[config.mk]
export PLATFORM = sky130hd
export DESIGN_NAME = twi_slave_top
export DESIGN_NICKNAME = d
export VERILOG_FILES = /design/src/rtl/twi_pkg.sv /design/src/rtl/twi_line_filter.sv /design/src/rtl/twi_bus_events.sv /design/src/rtl/twi_byte_engine.sv /design/src/rtl/twi_slave_top.sv
export SDC_FILE = /design/constraint.sdc
export NUM_CORES = 1
export LEC_CHECK = 0
export BUFFER_PORTS_ARGS = -buffer_cell sky130_fd_sc_hd__buf_4
export CAP_MARGIN = 20
export CORE_MARGIN = 4
export CORE_UTILIZATION = 57
export CTS_BUF_LIST = sky130_fd_sc_hd__clkbuf_16
export DETAILED_ROUTE_END_ITERATION = 16
export PLACE_DENSITY = 0.82
export SYNTH_ARGS = -nofsm -noshare
export SYNTH_HDL_FRONTEND = slang
export SYNTH_SLANG_ARGS = --single-unit
[constraint.sdc]
create_clock -name clk -period 4.29 [get_ports clk]
set_clock_uncertainty 0.15 [all_clocks]
set_input_delay 0.6435 -clock clk [delete_from_list [all_inputs] [get_ports clk]]
set_output_delay 0.6435 -clock clk [all_outputs]
set_load 0.02 [all_outputs]
[src/rtl/twi_pkg.sv]
package twi_pkg;
  localparam int BYTE_W = 8;

  typedef enum logic [2:0] {
    ST_IDLE,
    ST_ADDR,
    ST_ADDR_ACK,
    ST_WR,
    ST_WR_ACK,
    ST_RD,
    ST_RD_ACK,
    ST_SKIP
  } twi_state_e;
endpackage

[src/rtl/twi_line_filter.sv]
module twi_line_filter #(
  parameter int SYNC_STAGES = 2,
  parameter int FILT_LEN    = 3
) (
  input  logic clk,
  input  logic rst_n,
  input  logic line_i,
  output logic line_o
);
  logic [SYNC_STAGES-1:0] sync_q;
  logic [FILT_LEN-1:0]    win_q;
  logic                   line_q;
  logic                   line_d;

  // the filtered level moves only when the whole window agrees
  always_comb begin
    line_d = line_q;
    if (&win_q)       line_d = 1'b1;
    else if (~|win_q) line_d = 1'b0;
  end

  always_ff @(posedge clk or negedge rst_n) begin
    if (!rst_n) begin
      sync_q <= '1;
      win_q  <= '1;
      line_q <= 1'b1;
    end else begin
      sync_q <= {sync_q[SYNC_STAGES-2:0], line_i};
      win_q  <= {win_q[FILT_LEN-2:0], sync_q[SYNC_STAGES-1]};
      line_q <= line_d;
    end
  end

  assign line_o = line_q;

  // a filtered change must agree with the synchronised level that fed it
  p_filter_follows_r10: assert property (@(posedge clk) disable iff (!rst_n)
    (line_q != $past(line_q)) |-> ($past(sync_q[SYNC_STAGES-1]) == line_q));
endmodule

[src/rtl/twi_bus_events.sv]
module twi_bus_events (
  input  logic clk,
  input  logic rst_n,
  input  logic scl_f,
  input  logic sda_f,
  output logic scl_rise,
  output logic scl_fall,
  output logic start_ev,
  output logic stop_ev
);
  logic scl_q;
  logic sda_q;

  always_ff @(posedge clk or negedge rst_n) begin
    if (!rst_n) begin
      scl_q <= 1'b1;
      sda_q <= 1'b1;
    end else begin
      scl_q <= scl_f;
      sda_q <= sda_f;
    end
  end

  always_comb begin
    scl_rise = scl_f & ~scl_q;
    scl_fall = ~scl_f & scl_q;
    start_ev = scl_f & scl_q & sda_q & ~sda_f;
    stop_ev  = scl_f & scl_q & ~sda_q & sda_f;
  end
endmodule

[src/rtl/twi_byte_engine.sv]
module twi_byte_engine
  import twi_pkg::*;
#(
  parameter logic [6:0] DEV_ADDR = 7'h5A,
  parameter int         PTR_W    = 4
) (
  input  logic              clk,
  input  logic              rst_n,
  input  logic              scl_f,
  input  logic              sda_f,
  input  logic              scl_rise,
  input  logic              scl_fall,
  input  logic              start_ev,
  input  logic              stop_ev,
  input  logic              nv_busy,
  input  logic [BYTE_W-1:0] reg_rdata,
  output logic              sda_oe,
  output logic [PTR_W-1:0]  reg_addr,
  output logic [BYTE_W-1:0] reg_wdata,
  output logic              reg_we
);
  localparam int               CNT_W    = $clog2(BYTE_W + 1);
  localparam logic [CNT_W-1:0] CNT_FULL = CNT_W'(BYTE_W);
  localparam logic [CNT_W-1:0] CNT_ONE  = CNT_W'(1);

  twi_state_e        state_q, state_d;
  logic [CNT_W-1:0]  cnt_q, cnt_d;
  logic [BYTE_W-1:0] shift_q, shift_d;
  logic [BYTE_W-1:0] wdata_q, wdata_d;
  logic [PTR_W-1:0]  ptr_q, ptr_d;
  logic              rw_q, rw_d;
  logic              first_q, first_d;
  logic              oe_q, oe_d;
  logic              we_q, we_d;
  logic              mack_q, mack_d;
  logic              byte_end;
  logic              addr_hit;

  assign byte_end = scl_fall && (cnt_q == CNT_FULL);
  assign addr_hit = (shift_q[BYTE_W-1:1] == DEV_ADDR);

  always_comb begin
    state_d = state_q;
    cnt_d   = cnt_q;
    shift_d = shift_q;
    wdata_d = wdata_q;
    ptr_d   = ptr_q;
    rw_d    = rw_q;
    first_d = first_q;
    oe_d    = oe_q;
    mack_d  = mack_q;
    we_d    = 1'b0;
    // advance the pointer in the cycle after a write strobe
    if (we_q) ptr_d = ptr_q + PTR_W'(1);

    if (stop_ev) begin
      state_d = ST_IDLE;
      oe_d    = 1'b0;
    end else if (start_ev) begin
      state_d = ST_ADDR;
      cnt_d   = '0;
      first_d = 1'b1;
      oe_d    = 1'b0;
    end else begin
      unique case (state_q)
        ST_ADDR: begin
          if (scl_rise) begin
            shift_d = {shift_q[BYTE_W-2:0], sda_f};
            cnt_d   = cnt_q + CNT_ONE;
          end else if (byte_end) begin
            if (addr_hit && !nv_busy) begin
              oe_d    = 1'b1;
              rw_d    = shift_q[0];
              state_d = ST_ADDR_ACK;
            end else begin
              state_d = ST_SKIP;
            end
          end
        end
        ST_ADDR_ACK: begin
          if (scl_fall) begin
            cnt_d = '0;
            if (rw_q) begin
              shift_d = reg_rdata;
              oe_d    = ~reg_rdata[BYTE_W-1];
              state_d = ST_RD;
            end else begin
              oe_d    = 1'b0;
              state_d = ST_WR;
            end
          end
        end
        ST_WR: begin
          if (scl_rise) begin
            shift_d = {shift_q[BYTE_W-2:0], sda_f};
            cnt_d   = cnt_q + CNT_ONE;
          end else if (byte_end) begin
            if (nv_busy) begin
              state_d = ST_SKIP;
            end else begin
              oe_d    = 1'b1;
              state_d = ST_WR_ACK;
              if (first_q) begin
                ptr_d   = shift_q[PTR_W-1:0];
                first_d = 1'b0;
              end else begin
                we_d    = 1'b1;
                wdata_d = shift_q;
              end
            end
          end
        end
        ST_WR_ACK: begin
          if (scl_fall) begin
            oe_d    = 1'b0;
            cnt_d   = '0;
            state_d = ST_WR;
          end
        end
        ST_RD: begin
          if (scl_rise) begin
            cnt_d = cnt_q + CNT_ONE;
          end else if (byte_end) begin
            oe_d    = 1'b0;
            ptr_d   = ptr_q + PTR_W'(1);
            state_d = ST_RD_ACK;
          end else if (scl_fall) begin
            shift_d = {shift_q[BYTE_W-2:0], 1'b0};
            oe_d    = ~shift_q[BYTE_W-2];
          end
        end
        ST_RD_ACK: begin
          if (scl_rise) begin
            mack_d = ~sda_f;
          end else if (scl_fall) begin
            if (mack_q) begin
              shift_d = reg_rdata;
              oe_d    = ~reg_rdata[BYTE_W-1];
              cnt_d   = '0;
              state_d = ST_RD;
            end else begin
              state_d = ST_SKIP;
            end
          end
        end
        default: ;
      endcase
    end
  end

  always_ff @(posedge clk or negedge rst_n) begin
    if (!rst_n) begin
      state_q <= ST_IDLE;
      cnt_q   <= '0;
      shift_q <= '0;
      wdata_q <= '0;
      ptr_q   <= '0;
      rw_q    <= 1'b0;
      first_q <= 1'b1;
      oe_q    <= 1'b0;
      we_q    <= 1'b0;
      mack_q  <= 1'b0;
    end else begin
      state_q <= state_d;
      cnt_q   <= cnt_d;
      shift_q <= shift_d;
      wdata_q <= wdata_d;
      ptr_q   <= ptr_d;
      rw_q    <= rw_d;
      first_q <= first_d;
      oe_q    <= oe_d;
      we_q    <= we_d;
      mack_q  <= mack_d;
    end
  end

  assign sda_oe    = oe_q;
  assign reg_we    = we_q;
  assign reg_wdata = wdata_q;
  assign reg_addr  = ptr_q;

  p_stop_idle_r2: assert property (@(posedge clk) disable iff (!rst_n)
    stop_ev |=> (state_q == ST_IDLE) && !oe_q);

  p_mismatch_skip_r4: assert property (@(posedge clk) disable iff (!rst_n)
    (state_q == ST_ADDR && byte_end && !addr_hit) |=> (state_q == ST_SKIP) && !oe_q);

  p_strobe_in_ack_r5: assert property (@(posedge clk) disable iff (!rst_n)
    we_q |-> (state_q == ST_WR_ACK) && oe_q);

  p_master_nack_r7: assert property (@(posedge clk) disable iff (!rst_n)
    (state_q == ST_RD_ACK && scl_fall && !mack_q) |=> (state_q == ST_SKIP) && !oe_q);

  p_busy_refuse_r8: assert property (@(posedge clk) disable iff (!rst_n)
    (state_q == ST_ADDR && byte_end && nv_busy) |=> !oe_q);

  p_restart_addr_r9: assert property (@(posedge clk) disable iff (!rst_n)
    start_ev |=> (state_q == ST_ADDR) && first_q);

  p_oe_low_phase_r11: assert property (@(posedge clk) disable iff (!rst_n)
    (oe_q != $past(oe_q)) |-> (!$past(scl_f) || $past(start_ev) || $past(stop_ev)));
endmodule

[src/rtl/twi_slave_top.sv]
module twi_slave_top #(
  parameter logic [6:0] DEV_ADDR    = 7'h5A,
  parameter int         PTR_W       = 4,
  parameter int         SYNC_STAGES = 2,
  parameter int         FILT_LEN    = 3
) (
  input  logic             clk,
  input  logic             rst_n,
  input  logic             scl_i,
  input  logic             sda_i,
  output logic             sda_oe,
  input  logic             nv_busy,
  output logic [PTR_W-1:0] reg_addr,
  output logic [7:0]       reg_wdata,
  output logic             reg_we,
  input  logic [7:0]       reg_rdata
);
  localparam int N_LINES = 2;
  localparam int L_SCL   = 0;
  localparam int L_SDA   = 1;

  logic [1:0]         rst_sync_q;
  logic               rst_int_n;
  logic [N_LINES-1:0] raw_l;
  logic [N_LINES-1:0] flt_l;
  logic               scl_rise, scl_fall, start_ev, stop_ev;

  // asynchronous assertion, synchronous release
  always_ff @(posedge clk or negedge rst_n) begin
    if (!rst_n) rst_sync_q <= '0;
    else        rst_sync_q <= {rst_sync_q[0], 1'b1};
  end
  assign rst_int_n = rst_sync_q[1];

  assign raw_l[L_SCL] = scl_i;
  assign raw_l[L_SDA] = sda_i;

  for (genvar g = 0; g < N_LINES; g++) begin : g_line
    twi_line_filter #(
      .SYNC_STAGES(SYNC_STAGES),
      .FILT_LEN   (FILT_LEN)
    ) u_flt (
      .clk   (clk),
      .rst_n (rst_int_n),
      .line_i(raw_l[g]),
      .line_o(flt_l[g])
    );
  end

  twi_bus_events u_evt (
    .clk     (clk),
    .rst_n   (rst_int_n),
    .scl_f   (flt_l[L_SCL]),
    .sda_f   (flt_l[L_SDA]),
    .scl_rise(scl_rise),
    .scl_fall(scl_fall),
    .start_ev(start_ev),
    .stop_ev (stop_ev)
  );

  twi_byte_engine #(
    .DEV_ADDR(DEV_ADDR),
    .PTR_W   (PTR_W)
  ) u_eng (
    .clk      (clk),
    .rst_n    (rst_int_n),
    .scl_f    (flt_l[L_SCL]),
    .sda_f    (flt_l[L_SDA]),
    .scl_rise (scl_rise),
    .scl_fall (scl_fall),
    .start_ev (start_ev),
    .stop_ev  (stop_ev),
    .nv_busy  (nv_busy),
    .reg_rdata(reg_rdata),
    .sda_oe   (sda_oe),
    .reg_addr (reg_addr),
    .reg_wdata(reg_wdata),
    .reg_we   (reg_we)
  );

  p_reset_quiet_r1: assert property (@(posedge clk) disable iff (!rst_n)
    !rst_int_n |-> !sda_oe && !reg_we);
endmodule

==> flow_summary_export.csv <==
group,metric,value,unit
power,p_int,1000,uW
power,p_per_area,585.3,nW/um2
power,p_comb_share,34.2,%
synthesis,synth-compound-area-share,17.69,%
cts,post-cts-setup-buffers,0,
cts,cts_buffers,5,
cells_and_area,final_common_cell,"dfrtp_1",
flow_run,drv_cap,0,
cts,clock_latency,0.28,ns
power,power.leakage,0.001257,uW
timing,maxClockFrequency,0.4279,GHz
grt,grt_start_max_net_pins,47,
synthesis,syn-cell-area,2391,um2
synthesis,post_synth_num_cell_types,60,
cells_and_area,fin_util,68.17,%
route,via_per_inst,6.099,
grt,grt_use_met1,30.01,%
cts,clk_path_buf_depth,2,
grt,grt_pass1_vias,1717,
timing,fin_tns_setup,0,ns
cells_and_area,diodes,0,
timing,grt_setup_unrepaired,"false",
synthesis,ys_ff_latch,48,
synthesis,synth_top_family_by_area,"simple AND/OR/NAND/NOR gates",
floorplan,die_h,72.77,um
synthesis,synth.area.top_cells,"dfrtp_1, dfstp_2, mux2_2",
grt,grt_overflow,0,
cts,htreeDepth,2,
timing,maxSlewHeadroom,35.24,%
route,first_iter_violations,202,
worst_setup_path,crit_type,"flop to flop",
cells_and_area,final_cell_area,2746,um2
worst_setup_path,cp-startpoint,"u_eng.state_q[2]",
route,firstDrtPassIters,4,
cts,cts_tree,"yes",
floorplan,core,4029,um2
synthesis,synth_ff_type,"dfrtp_1",
synthesis,ys_seq_area_share,51.02,%
floorplan,die_w,72.77,um
floorplan,initial_utilization,59.35,%
synthesis,synth.avg_cell_area,10.53,um2
cells_and_area,final_nets,268,
worst_hold_path,holdCritPathClass,"flop to flop",
status,outcome,"completed",
route,finalWirelength,5147,um
worst_setup_path,endpoint_kind,"flop",
synthesis,ys_async_sr_fraction,100.0,%
cells_and_area,area_growth,14.86,%
timing,hold_violations,0,
synthesis,synth_adder_area_share,1.570,%
grt,grt_use_met3,4.821,%
timing,holdWs,0.2051,ns
cts,clock_sinks,48,
synthesis,yosys.area.top_type,"dfrtp_1",
place,place_hpwl,3628,um
synthesis,synth_mux_area_share,6.593,%
grt,grt_pass1_wl,8397,um
worst_setup_path,path_cells,"and2b_1 -> a211o_1 -> o211a_1 -> o21a_2 -> mux2_4",
timing,period_share,54.48,%
route,vias,1848,
power,seq_power_share,42.9,%
power,netSwitchingPower,607.5,uW
synthesis,synth_xor_area_share,1.832,%
synthesis,yosys.area_share.simple,17.95,%
worst_setup_path,slowest_delay,0.76,ns
worst_hold_path,hp-start,"g_line[0].u_flt.sync_q[0]",
grt,grt_usage,20.50,%
worst_setup_path,cp_data_required_time,4.31,ns
cts,path_clk_slew,0.06,ns
power,sw_frac_of_total,37.79,%
place,routabilityCongestion,0.9697,
timing,period_needed,2.337,ns
floorplan,die_area,5295,um2
floorplan,rows,23,
cells_and_area,final_cell_mix,"dfrtp_1, nand2_1, buf_4",
route,drc,0,
worst_setup_path,rr_startpoint,"u_eng.state_q[2]",
route,wl_per_cell,16.99,um
synthesis,ys.warnings.count,0,
synthesis,synth_top_area_share,34.54,%
place,port_buffers,26,
route,ant_nets,0,
power,peakVddDrop,0.3156,mV
worst_setup_path,worst_ep_arrival_time,2.35,ns
grt,grt.met2_usage,30.36,%
cts,cts_root_buf,"clkbuf_16",
timing,setup_viol_count_final,0,
cells_and_area,drive_gt1_share,29.64,%
synthesis,synth_edf_count,0,
synthesis,netlist_instances,227,
worst_setup_path,critPathMaxFanout,22,
synthesis,syn-num-nets,243,
timing,drv_slew,0,
grt,busiest_layer,"met2",
floorplan,io_pins,27,
timing,worst_slew_pin_slew,0.9715,ns
worst_setup_path,start_kind,"flop",
grt,antenna_found_initial,0,
place,placed_area,2596,um2
power,pwr-share-clk,22.9,%
worst_setup_path,slowest_stage,"dfrtp_1",
-- layer usage --
metal	part of all wire (%)	vias to the layer above
met5	0	-
met4	1.2	0
met3	5.4	9
met2	48	57
met1	45	914
li1	-	868
-- worst paths after layout --
| kind | to | slack [ns] | depth (start not counted) |
|---|---|---|---|
| min | g_line[0].u_flt.sync_q[1] | 0.21 | 0 |
| min reg2reg | g_line[0].u_flt.sync_q[1] | 0.21 | 0 |
| max in group asynchronous | u_eng.sda_oe | 3.11 | 0 |
| max reg2reg | u_eng.state_q[2] | 1.95 | 5 |
| min in group asynchronous | u_eng.mack_q | 0.28 | 0 |
| max | u_eng.state_q[2] | 1.95 | 5 |
-- critical path: cells and delay by family (launching register included) --
family | cells | cell delay (ns)
compound gates | 3 | 0.66
flops | 1 | 0.76
mux | 1 | 0.31
simple gates | 1 | 0.33
-- through the flow --
step	cells	worst slack [ns]	power [uW]
finish	303	1.953	1608
global route	303	1.820	1709
CTS	303	2.008	1607
detailed placement	294	1.849	1233
global placement	294	1.999	1210
floorplan	227	2.314	1117
-- sequential cells by signal, summed over array words and instances (netlist names), 2 cells and up --
register / count
u_eng.reg_wdata: 8
u_eng.state_q: 3
rst_sync_q: 2
g_line.u_flt.win_q: 6
u_eng.reg_addr: 4
g_line.u_flt.sync_q: 4
u_eng.shift_q: 8
u_eng.cnt_q: 4
g_line.u_flt.line_o: 2
-- kinds of logic (layout without fill, tap and decap cells) --
| family | count (synthesis) | in the layout |
|---|---|---|
| other | 1 | 1 |
| muxes | 13 | 13 |
| and+or+nand+nor | 82 | 82 |
| xor gates and xnor gates | 5 | 5 |
| buffers and inverters | 15 | 41 |
| adders and majority gates | 3 | 3 |
| DFF | 48 | 48 |
| AOI/OAI and AO/OA | 60 | 60 |
-- Yosys cell counts, types with 3 or more instances --
library cell / instances
dfrtp_1: 33
nand2_1: 28
nor2_1: 18
dfstp_2: 15
o21ai_0: 13
a21oi_1: 11
mux2_2: 10
a31oi_1: 8
nand3_1: 6
inv_1: 5
buf_2: 4
a32o_1: 3
a32oi_1: 3
ha_1: 3
mux2_4: 3
or3_1: 3
xnor2_1: 3
-- layout make-up --
class | count | area [um2]
Inverter | 6 | 22.52
Clock buffer | 5 | 125.1
Fill cell | 313 | 1282
Sequential cell | 48 | 1221
Timing Repair Buffer | 27 | 205.2
Tap cell | 50 | 62.56
Clock inverter | 3 | 15.01
Multi-Input combinational cell | 164 | 1095
-- power groups by stage --
stage | logic, uW | registers (uW) | clock network, uW
after detailed placement | 540 | 693 | 0
after CTS | 545 | 686 | 376
after global routing | 613 | 703 | 392
after floorplan | 506 | 611 | 0
final | 549 | 690 | 368
after global placement | 523 | 687 | 0
-- repair_timing --
action	4_1_cts	5_1_grt
endpoints found under the hold margin	2	0
hold buffers	1	0
resized for setup	0	0
Power figures use the tool's default switching activity.
